### config.mk
export PLATFORM = sky130hd
export DESIGN_NAME = lbs_link_seq
export DESIGN_NICKNAME = d
export VERILOG_FILES = /design/src/rtl/lbs_pkg.sv /design/src/rtl/lbs_reg_master.sv /design/src/rtl/lbs_poll_timer.sv /design/src/rtl/lbs_link_seq.sv
export SDC_FILE = /design/constraint.sdc
export NUM_CORES = 1
export LEC_CHECK = 0
export ABC_CLOCK_PERIOD_IN_PS = 2900
export BUFFER_PORTS_ARGS = -buffer_cell sky130_fd_sc_hd__buf_2
export CAP_MARGIN = 20
export CORE_MARGIN = 2
export CORE_UTILIZATION = 51
export CTS_CLUSTER_SIZE = 24
export DETAILED_ROUTE_END_ITERATION = 8
export PLACE_DENSITY = 0.81
export SETUP_SLACK_MARGIN = 0.2
export SLEW_MARGIN = 5
export SYNTH_ARGS = -nofsm -noshare
export SYNTH_HDL_FRONTEND = slang
export SYNTH_SLANG_ARGS = --single-unit
export TNS_END_PERCENT = 30
### constraint.sdc
create_clock -name clk_i -period 2.9 [get_ports clk_i]
set_clock_uncertainty 0.05 [all_clocks]
set_input_delay 0.58 -clock clk_i [delete_from_list [all_inputs] [get_ports clk_i]]
set_output_delay 0.58 -clock clk_i [all_outputs]
set_load 0.02 [all_outputs]
### src/rtl/lbs_pkg.sv
package lbs_pkg;
  typedef enum logic [3:0] {
    ST_IDLE, ST_CAP1_RD, ST_CAP1_WR, ST_LINK1, ST_CAP2_RD, ST_CAP2_WR,
    ST_SC_RD, ST_SC_WR, ST_SC_POLL, ST_LINK2, ST_STAT_RD, ST_DONE, ST_FAIL
  } seq_state_e;

  localparam logic [3:0] SPEED_GEN1 = 4'd1;
  localparam logic [3:0] SPEED_GEN2 = 4'd2;
endpackage

### src/rtl/lbs_reg_master.sv
module lbs_reg_master #(
  parameter int unsigned ADDR_W = 12,
  parameter int unsigned DATA_W = 32
) (
  input  logic              clk_i,
  input  logic              rst_ni,
  input  logic              cmd_valid_i,
  input  logic              cmd_we_i,
  input  logic [ADDR_W-1:0] cmd_addr_i,
  input  logic [DATA_W-1:0] cmd_wdata_i,
  output logic              req_o,
  output logic              we_o,
  output logic [ADDR_W-1:0] addr_o,
  output logic [DATA_W-1:0] wdata_o,
  input  logic              ack_i,
  input  logic [DATA_W-1:0] rdata_i,
  output logic              rsp_valid_o,
  output logic [DATA_W-1:0] rsp_data_o
);
  logic req_q;

  always_ff @(posedge clk_i or negedge rst_ni) begin
    if (!rst_ni) begin
      req_q   <= 1'b0;
      we_o    <= 1'b0;
      addr_o  <= '0;
      wdata_o <= '0;
    end else if (cmd_valid_i) begin
      req_q   <= 1'b1;
      we_o    <= cmd_we_i;
      addr_o  <= cmd_addr_i;
      wdata_o <= cmd_wdata_i;
    end else if (req_q && ack_i) begin
      req_q <= 1'b0;
    end
  end

  assign req_o       = req_q;
  assign rsp_valid_o = req_q && ack_i;
  assign rsp_data_o  = rdata_i;
endmodule

### src/rtl/lbs_poll_timer.sv
module lbs_poll_timer #(
  parameter int unsigned DLY_W     = 16,
  parameter int unsigned MAX_POLLS = 200
) (
  input  logic             clk_i,
  input  logic             rst_ni,
  input  logic             clear_i,
  input  logic             miss_i,
  input  logic [DLY_W-1:0] delay_i,
  output logic             busy_o,
  output logic             last_o
);
  localparam int unsigned CNT_W = $clog2(MAX_POLLS + 1);

  logic [CNT_W-1:0] cnt_q;
  logic [DLY_W-1:0] dly_q;

  always_ff @(posedge clk_i or negedge rst_ni) begin
    if (!rst_ni) begin
      cnt_q <= '0;
      dly_q <= '0;
    end else if (clear_i) begin
      cnt_q <= '0;
      dly_q <= '0;
    end else if (miss_i) begin
      cnt_q <= cnt_q + 1'b1;
      dly_q <= delay_i;
    end else if (dly_q != '0) begin
      dly_q <= dly_q - 1'b1;
    end
  end

  assign busy_o = (dly_q != '0);
  // the check in progress is the final one allowed
  assign last_o = (cnt_q == CNT_W'(MAX_POLLS - 1));
endmodule

### src/rtl/lbs_link_seq.sv
module lbs_link_seq #(
  parameter int unsigned          ADDR_W      = 12,
  parameter int unsigned          DATA_W      = 32,
  parameter int unsigned          DLY_W       = 16,
  parameter int unsigned          MAX_POLLS   = 200,
  parameter logic [ADDR_W-1:0]    CAP_ADDR    = 'h07C,
  parameter logic [ADDR_W-1:0]    STAT_ADDR   = 'h080,
  parameter logic [ADDR_W-1:0]    SPDCTL_ADDR = 'h80C,
  parameter int unsigned          CHG_BIT     = 17,
  parameter int unsigned          SPD_LSB     = 16
) (
  input  logic              clk_i,
  input  logic              rst_ni,
  input  logic              start_i,
  input  logic [DLY_W-1:0]  poll_delay_i,
  output logic              reg_req_o,
  output logic              reg_we_o,
  output logic [ADDR_W-1:0] reg_addr_o,
  output logic [DATA_W-1:0] reg_wdata_o,
  input  logic              reg_ack_i,
  input  logic [DATA_W-1:0] reg_rdata_i,
  output logic              ltssm_en_o,
  input  logic              link_up_i,
  output logic              done_o,
  output logic              fail_o,
  output logic [3:0]        link_speed_o
);
  import lbs_pkg::*;

  localparam logic [DATA_W-1:0] CHG_MASK = DATA_W'(1) << CHG_BIT;

  seq_state_e        state_q, state_d;
  logic              issued_q;
  logic [DATA_W-1:0] shadow_q;
  logic              ltssm_q;
  logic [3:0]        speed_q;

  logic              cmd_valid, cmd_we;
  logic [ADDR_W-1:0] cmd_addr;
  logic [DATA_W-1:0] cmd_wdata;
  logic              rsp_valid;
  logic [DATA_W-1:0] rsp_data;
  logic              poll_clr, poll_miss, tmr_busy, tmr_last;
  logic              accept;

  lbs_reg_master #(.ADDR_W(ADDR_W), .DATA_W(DATA_W)) u_reg (
    .clk_i       (clk_i),
    .rst_ni      (rst_ni),
    .cmd_valid_i (cmd_valid),
    .cmd_we_i    (cmd_we),
    .cmd_addr_i  (cmd_addr),
    .cmd_wdata_i (cmd_wdata),
    .req_o       (reg_req_o),
    .we_o        (reg_we_o),
    .addr_o      (reg_addr_o),
    .wdata_o     (reg_wdata_o),
    .ack_i       (reg_ack_i),
    .rdata_i     (reg_rdata_i),
    .rsp_valid_o (rsp_valid),
    .rsp_data_o  (rsp_data)
  );

  lbs_poll_timer #(.DLY_W(DLY_W), .MAX_POLLS(MAX_POLLS)) u_tmr (
    .clk_i   (clk_i),
    .rst_ni  (rst_ni),
    .clear_i (poll_clr),
    .miss_i  (poll_miss),
    .delay_i (poll_delay_i),
    .busy_o  (tmr_busy),
    .last_o  (tmr_last)
  );

  always_comb begin
    state_d   = state_q;
    cmd_valid = 1'b0;
    cmd_we    = 1'b0;
    cmd_addr  = CAP_ADDR;
    cmd_wdata = '0;
    poll_clr  = 1'b0;
    poll_miss = 1'b0;
    accept    = 1'b0;
    unique case (state_q)
      ST_IDLE, ST_DONE, ST_FAIL: begin
        if (start_i) begin
          accept  = 1'b1;
          state_d = ST_CAP1_RD;
        end
      end
      ST_CAP1_RD, ST_CAP2_RD: begin
        cmd_valid = !issued_q;
        if (rsp_valid) state_d = (state_q == ST_CAP1_RD) ? ST_CAP1_WR : ST_CAP2_WR;
      end
      ST_CAP1_WR: begin
        cmd_valid = !issued_q;
        cmd_we    = 1'b1;
        cmd_wdata = {shadow_q[DATA_W-1:4], SPEED_GEN1};
        if (rsp_valid) begin
          poll_clr = 1'b1;
          state_d  = ST_LINK1;
        end
      end
      ST_CAP2_WR: begin
        cmd_valid = !issued_q;
        cmd_we    = 1'b1;
        cmd_wdata = {shadow_q[DATA_W-1:4], SPEED_GEN2};
        if (rsp_valid) state_d = ST_SC_RD;
      end
      ST_LINK1, ST_LINK2: begin
        if (!tmr_busy) begin
          if (link_up_i)     state_d = (state_q == ST_LINK1) ? ST_CAP2_RD : ST_STAT_RD;
          else if (tmr_last) state_d = ST_FAIL;
          else               poll_miss = 1'b1;
        end
      end
      ST_SC_RD: begin
        cmd_valid = !issued_q;
        cmd_addr  = SPDCTL_ADDR;
        if (rsp_valid) state_d = ST_SC_WR;
      end
      ST_SC_WR: begin
        cmd_valid = !issued_q;
        cmd_we    = 1'b1;
        cmd_addr  = SPDCTL_ADDR;
        cmd_wdata = shadow_q | CHG_MASK;
        if (rsp_valid) begin
          poll_clr = 1'b1;
          state_d  = ST_SC_POLL;
        end
      end
      ST_SC_POLL: begin
        cmd_valid = !issued_q && !tmr_busy;
        cmd_addr  = SPDCTL_ADDR;
        if (rsp_valid) begin
          if (!rsp_data[CHG_BIT]) begin
            poll_clr = 1'b1;
            state_d  = ST_LINK2;
          end else if (tmr_last) begin
            state_d = ST_FAIL;
          end else begin
            poll_miss = 1'b1;
          end
        end
      end
      ST_STAT_RD: begin
        cmd_valid = !issued_q;
        cmd_addr  = STAT_ADDR;
        if (rsp_valid) state_d = ST_DONE;
      end
      default: state_d = ST_IDLE;
    endcase
  end

  always_ff @(posedge clk_i or negedge rst_ni) begin
    if (!rst_ni) begin
      state_q  <= ST_IDLE;
      issued_q <= 1'b0;
      shadow_q <= '0;
      ltssm_q  <= 1'b0;
      speed_q  <= '0;
    end else begin
      state_q <= state_d;
      if (cmd_valid)      issued_q <= 1'b1;
      else if (rsp_valid) issued_q <= 1'b0;
      if (rsp_valid && !cmd_we) shadow_q <= rsp_data;
      if (accept) begin
        ltssm_q <= 1'b0;
        speed_q <= '0;
      end
      if (state_q == ST_CAP1_WR && rsp_valid) ltssm_q <= 1'b1;
      if (state_q == ST_STAT_RD && rsp_valid) speed_q <= rsp_data[SPD_LSB +: 4];
    end
  end

  assign ltssm_en_o   = ltssm_q;
  assign done_o       = (state_q == ST_DONE);
  assign fail_o       = (state_q == ST_FAIL);
  assign link_speed_o = speed_q;
endmodule

# After elaboration in Yosys (flattened, before gate mapping)
# Index checks and enable logic that the tools add are counted.
# classes
addsub	2
n_eq_ne	22
reduce_logical	23
n_mux	42
# op_table
cell	n
32-bit one-hot mux with 3 select lines	1
4-bit 2-to-1 mux	15
16-bit 2-to-1 mux	3
4-bit one-hot mux with 9 select lines	1
12-bit one-hot mux with 2 select lines	1
4-bit == test, second input constant	5
2-bit != test, second input constant	9
4-bit by 3-bit == test with 1-bit output, second input constant	4
8-bit 2-to-1 mux	2
16-bit nonzero test	1
16-bit by 1-bit subtractor with 16-bit output, second input constant	1
1-bit 2-to-1 mux	15
9-bit AND reduction	1
3-bit OR reduction	3
8-bit by 1-bit adder with 8-bit output, second input constant	1
4-bit by 2-bit == test with 1-bit output, second input constant	2
8-bit == test, second input constant	1
2-bit nonzero test	4
7-bit OR reduction	1
1-bit one-hot mux with 2 select lines	3
2-bit OR reduction	3
1-bit logical AND	5
4-bit by 1-bit == test with 1-bit output, second input constant	1
4-bit logical NOT	1
other kinds (3)	5
# word_totals
output_inout_bits	53
in_bits	53
ff_bits	111

# Logic depth before layout (Yosys ltp)
# Gate-level depths: netlist of run 1.
# depth
word_depth	7
mapped_depth	10
mapped_depth_nobuf	7

# Hierarchy
# Synthesis of run 1 repeated with hierarchy kept, for this count alone.
# unflattened
cells_unflattened	482
area_unflattened_um2	5819.3
# modules_own_cells
module	area_each_um2	cells_per_inst	n_inst
lbs_link_seq	2254.7	213	1
lbs_reg_master	2153.3	131	1
lbs_poll_timer	1411.4	138	1

# Worst setup path after synthesis of run 1
# No wires, ideal clock.
# synth_path
path_kind	input to register
startpoint	input port link_up_i
endpoint	register u_tmr.cnt_q[3]
arrival_time_ps	2146
n_path_buf	1
path_slack_ps	626
path_stages	6
required_ps	2772
path_cell_list	nand2b_1 -> or3_1 -> o31a_1 -> buf_6 -> or4_1 -> a21oi_1
# synth_via
elab_chain_len	4
# synth_rtl
item	line	source
from (decl)	lbs_link_seq.sv:23	input logic link_up_i,
1-bit 2-to-1 mux	lbs_link_seq.sv:110	if (link_up_i) state_d = (state_q == ST_LINK1) ? ST_CAP2_RD : ST_STAT_RD;
1-bit 2-to-1 mux	lbs_link_seq.sv:109	if (!tmr_busy) begin
1-bit one-hot mux with 2 select lines	lbs_link_seq.sv:82	unique case (state_q)
2-bit nonzero test (no line)	-	
to (signal assigned)	lbs_poll_timer.sv:26	cnt_q <= cnt_q + 1'b1;
to (decl)	lbs_poll_timer.sv:15	logic [CNT_W-1:0] cnt_q;
# Every way passes these cells.
# A chain may end at the register's enable or synchronous reset.

# Worst setup path after layout of run 1
# layout_path
startpoint	register u_tmr.dly_q[0]
endpoint	register u_tmr.dly_q[2]
# layout_via
elab_chain_len	5
elab_cells_between_ends	8
# layout_rtl
item	line	source
from (decl)	lbs_poll_timer.sv:16	logic [DLY_W-1:0] dly_q;
from (signal assigned)	lbs_poll_timer.sv:27	dly_q <= delay_i;
from (signal assigned)	lbs_poll_timer.sv:29	dly_q <= dly_q - 1'b1;
parallel branches: the longest is 5 deep, another holds 16-bit by 1-bit subtractor with 16-bit output	-	
# Parallel ways; which one is timed is not known. The select of a mux whose other input is x is not followed.

==> impl_metrics.tcl, run 1 <==
set metrics [dict create \
    post_cts_buffers 0 \
    clock_latency_ns 0.36 \
    setup_tns_ns 0 \
    ctsResizeCount 1 \
    vias_per_cell 5.80 \
    slew_headroom_pct 59.0 \
    dieWidth_um 102 \
    critPathSlowestCell "o31a_2" \
    post_drt_wl_per_cell_um 16.8 \
    clockRootBuffer "clkbuf_8" \
    grt_max_degree 45 \
    crit_fanout 21 \
    netlist_area_mm2 0.00492 \
    place_congestion 0.893 \
    drv_cap 0 \
    synth_cells 435 \
    finalCriticalPeriod_ns 2.52 \
    layout.core_utilization_pct 62.2 \
    rows 35 \
    dp.final_hpwl_um 7860 \
    clock_sinks 103 \
    htreeDepth 3 \
    grt_pass1_vias 3738 \
    nets 582 \
    synth_cell_types 61 \
    status "finished clean" \
    synth_area_leaders "dfrtp_1 52%, mux2_2 9.2%, a22o_1 5.9%, o211a_1 2.6%, o21ai_0 2.5%" \
    max_freq_mhz 397 \
    path_cells "inv_1, ha_1, nor3b_1, nand2_1, o31a_2, nand2b_2, o211a_1" \
    first_iter_violations 213 \
    power.density_mw_per_mm2 1070 \
    cts_buffer_depth 2 \
    wl_um 11100 \
    overflow 0 \
    synth.top_cell.area_share_pct 52.4 \
    max_stage_delay_ns 0.52 \
    hold_slack_ns 0.163 \
    crit_arrival_ns 2.73 \
    hold_viol_final 0 \
    antenna_found_initial 0 \
    drv_slew 0 \
    finalNonFillerCells 660 \
    ys_seq_area_share_pct 52.4 \
    grt_pass1_wl_um 17800 \
    drc 0 \
    crit_type "reg2reg" \
    rsz0062_at_grt "false" \
    fin_crit_sh_pct 86.9 \
    diodes 0 \
    required_ns 3.11 \
    grt_usage_pct 21.6 \
    synthArstFlopShare_pct 100 \
    firstDrtPassIters 4 \
    synth_seq_cells 103 \
    finalSetupViolations 0 \
    hold_buffers 0 \
    worst_pin_slew_ns 0.610 \
    die_area_mm2 0.0104 \
    die_h_um 102 \
    place_inst 644 \
    numPortBuffers 100 \
    r2r_cells 7 \
    yosysMostFrequentCell "dfrtp_1" \
    area_delta_synth_final_pct 17.3 \
    cts_tree "done" \
    start_util_pct 53.0 \
    ys.flop_type "dfrtp_1" \
    synth_area_leader_cell "dfrtp_1" \
    clk_pin_slew_ns 0.12 \
    synth_common_cells "103 x dfrtp_1, 40 x mux2_2, 33 x a22o_1, 25 x o21ai_0, 22 x clkbuf_1" \
    drive_above_1_share_pct 34.5 \
    cp-end-kind "flip-flop" \
    p_leak_uw 0.00276 \
    hp-class "in2async" \
    detail-route-antenna-nets 0 \
    cp-start-kind "flip-flop" \
    yosysWarnings 0 \
    vias 3828 \
    ir_worst_vdd_mv 0.547 \
    boundaryPins 106 \
    core_mm2 0.00928 \
    cts_inserted_buffers 9 \
    synth-edff-count 0 \
    avgSynthCellArea_um2 11.3 \
]
-- power by group --
group	total, uW	internal, uW	leakage, uW	switching (uW)
clock network	912	349	0.000104	563
registers	2470	2030	0.00130	448
logic	2780	1280	0.00136	1490
total	6160	3660	0.00276	2510
-- sequential cells by signal, summed over array words and instances (netlist names) --
signal / count
shadow_q: 32
u_reg.wdata_o: 32
u_tmr.dly_q: 16
u_tmr.cnt_q: 8
link_speed_o: 4
state_q: 4
u_reg.addr_o: 4
issued_q: 1
ltssm_en_o: 1
u_reg.we_o: 1
-- critical path: cells and delay by family, from the launching register on --
family                   cells  cell delay, ns
flip-flops                   1            0.49
AO/OA/AOI/OAI                2            0.81
AND/OR/NAND/NOR              3            0.74
buffers and inverters        1            0.14
adder cells (fa/ha/maj)      1            0.18
-- per-layer routing --
metal,track usage (%),vias up,part of all wire [%]
li1,-,1794,-
met1,28.6,1886,43
met2,36.0,130,51
met3,3.28,18,4.6
met4,8.72,0,1.7
met5,0,-,0
-- cell type report --
cell class              count  area [um^2]
well taps                 129          161
repair buffers            115          641
clock inverters             7         78.8
fillers                   782         3510
clock buffers               9          124
inverters                  11         41.3
multi-input cells         286         2150
flip-flops and latches    103         2580
-- final timing paths --
| kind | start | to | slack, ns |
|---|---|---|---|
| max | u_tmr.dly_q[0] | u_tmr.dly_q[2] | 0.38 |
| min | rst_ni | u_reg.wdata_o[26] | 0.16 |
| max reg2reg | u_tmr.dly_q[0] | u_tmr.dly_q[2] | 0.38 |
| min reg2reg | shadow_q[26] | u_reg.wdata_o[26] | 0.44 |
| max in group asynchronous | rst_ni | shadow_q[31] | 1.95 |
| min in group clk_i | reg_rdata_i[27] | shadow_q[27] | 0.38 |
-- through the flow --
stage | cell area, um^2 | worst slack (ns) | total power (uW)
final | 5770 | 0.381 | 6160
after global placement | 5570 | 0.119 | 5150
after floorplan | 4930 | 0.626 | 4440
after detailed placement | 5570 | 0.0356 | 5290
after global routing | 5770 | 0.232 | 6580
after CTS | 5770 | 0.317 | 6210
-- placed cells by master, fill, tap and decap left out, drive strengths merged, types with 13 or more instances in the layout --
| cell type | Yosys | final |
|---|---|---|
| buf | 17 | 115 |
| dfrtp | 103 | 103 |
| mux2 | 40 | 40 |
| a22o | 33 | 33 |
| o21ai | 29 | 29 |
| nand2 | 19 | 19 |
| nor2 | 16 | 16 |
| inv | 11 | 16 |
| a21oi | 15 | 15 |
| o211a | 13 | 13 |
-- kinds of logic (layout without fill, tap and decap cells) --
logic type	after synthesis	after routing	synth area share, %
AO/OA/AOI/OAI	126	126	19.0
flip-flops	103	103	52.4
AND/OR/NAND/NOR	97	97	11.2
buffers and inverters	50	142	4.76
multiplexers	42	42	9.56
XOR/XNOR	13	13	2.31
adder cells (fa/ha/maj)	3	3	0.763
other	1	5	0.0762
Note: power is estimated with default switching activity, not from simulation.
==> run 2, diff against run 1 <==
- ABC_CLOCK_PERIOD_IN_PS: 2900 -> 3000
- clock period: 2.9 -> 3 ns (I/O delays scaled with it)
==> run 2 against run 1 <==
  * Register-to-register slack gained 0.08 ns
  * Largest cell class unchanged
  * Setup slack gained 0.082 ns
  * Fmax shrank 0.69%
  * Power shrank 3.7%
  * Clock power shrank 3.7%
  * Sequential power shrank 3%
  * Largest power group unchanged
  * Routed wire length grew 0.36%
  * Global-route usage grew 0.48 points
  * Sequential share of layout area grew 0.058 points
==> impl_metrics.tcl, run 2 (synthesis results as in run 1) <==
set metrics [dict create \
    place_ws_ns 0.118 \
    rows 35 \
    cts_buffer_depth 2 \
    finalCriticalPeriod_ns 2.54 \
    cts_inserted_buffers 9 \
    final_cell_area_mm2 0.00576 \
    die_h_um 102 \
    hp-class "in2async" \
    overflow 0 \
    firstDrtPassIters 5 \
    layout_common_cells "103 x dfrtp_1, 99 x buf_2, 40 x mux2_2" \
    drc 0 \
    multiInputGateArea_mm2 0.00215 \
    required_ns 3.21 \
    clk_pin_slew_ns 0.11 \
    clock_sinks 103 \
    worst_pin_slew_ns 0.523 \
    setup_tns_ns 0 \
    grt_pass1_wl_um 18300 \
    grt_usage_pct 22.1 \
    dp.final_hpwl_um 7900 \
    nets 584 \
    path_cells "nand2b_1, or3_1, o31a_2, nand2b_2, o211a_1" \
    dieWidth_um 102 \
    rsz0062_at_grt "false" \
    layout.core_utilization_pct 62.1 \
    placed_area_mm2 0.00556 \
    status "finished clean" \
    diodes 0 \
    max_freq_mhz 394 \
    top_regs "shadow_q (32), u_reg.wdata_o (32), u_tmr.dly_q (16)" \
    cp-end-kind "flip-flop" \
    post_cts_buffers 0 \
    p_int_uw 3520 \
    p_comb_share_pct 44.9 \
    fin_crit_sh_pct 84.6 \
    first_iter_violations 240 \
    cts_tree "done" \
    fin_ws_ns 0.463 \
    switching_power_uw 2420 \
    hold_viol_final 0 \
    wl_um 11200 \
    mostFrequentLayoutCell "dfrtp_1" \
    core_mm2 0.00928 \
    boundaryPins 106 \
    slew_headroom_pct 65.1 \
    hold_buffers 0 \
    ctsResizeCount 0 \
    swShare_pct 40.7 \
    critPathSlowestCell "dfrtp_1" \
    place_inst 646 \
    clockRootBuffer "clkbuf_8" \
    numPortBuffers 100 \
    start_util_pct 53.0 \
    drv_cap 0 \
    crit_type "reg2reg" \
    final.fill_count 764 \
    place_congestion 0.882 \
    p_leak_uw 0.00276 \
    vias 3871 \
    path_delay_family "simple AND/OR/NAND/NOR gates" \
    seq_power_share_pct 40.3 \
    drv_slew 0 \
    htreeDepth 3 \
    vias_per_cell 5.85 \
    grt_max_degree 42 \
    finalNonFillerCells 662 \
    power.density_mw_per_mm2 1030 \
    crit_arrival_ns 2.75 \
    detail-route-antenna-nets 0 \
    cp_num_buf_inv 0 \
    finalSetupViolations 0 \
    max_stage_delay_ns 0.62 \
    clock_latency_ns 0.36 \
    area_delta_synth_final_pct 17.2 \
    clkPwrFrac_pct 14.8 \
    grt_pass1_vias 3694 \
    regArea_mm2 0.00258 \
    post_drt_wl_per_cell_um 16.9 \
    cp-start-kind "flip-flop" \
    crit_fanout 20 \
    antenna_found_initial 0 \
    drive_above_1_share_pct 34.7 \
    die_area_mm2 0.0104 \
    ir_worst_vdd_mv 0.421 \
]
[run 2: cell types whose count changed in the layout (fill, tap and decap cells not counted), sizes merged]
cell and change:
inv -1, buf +2, clkinv +1
[run 2: power by group through the flow]
stage | combinational (uW) | clock [uW] | sequential, uW
global placement | 2580 | 0 | 2370
detailed placement | 2670 | 0 | 2410
global route | 2920 | 969 | 2470
finish | 2670 | 878 | 2390
floorplan | 1750 | 0 | 2540
CTS | 2680 | 902 | 2390
[run 2: metal layers]
metal,routed length (um),vias up,track usage [%]
met2,5560,145,36.3
met3,662,18,2.94
met5,0,-,0
met4,191,0,6.56
li1,-,1788,-
met1,4740,1920,30.9
[run 2: final cells by class]
class / count / area share [%]
Clock inverter: 7 / 1.41
Timing Repair Buffer: 117 / 10.9
Inverter: 11 / 0.716
Multi-Input combinational cell: 286 / 37.3
Clock buffer: 9 / 2.15
Sequential cell: 103 / 44.7
Tap cell: 129 / 2.80
[run 2: worst paths after layout]
kind	to	cells after the start	slack (ns)	from
min in group clk_i	shadow_q[23]	2	0.40	reg_rdata_i[23]
max	u_tmr.dly_q[3]	5	0.46	state_q[0]
max reg2reg	u_tmr.dly_q[3]	5	0.46	state_q[0]
min	u_reg.wdata_o[0]	1	0.15	rst_ni
max in group asynchronous	shadow_q[26]	2	1.98	rst_ni
min reg2reg	u_reg.wdata_o[8]	1	0.44	shadow_q[8]
[run 2: metrics by stage]
| stage | hold slack (ns) | power [uW] |
|---|---|---|
| 5_1_grt | 0.182 | 6350 |
| 3_5_place_dp | 0.422 | 5090 |
| 3_3_place_gp | 0.418 | 4960 |
| 2_1_floorplan | 0.254 | 4300 |
| 4_1_cts | 0.168 | 5970 |
| 6_report | 0.148 | 5940 |
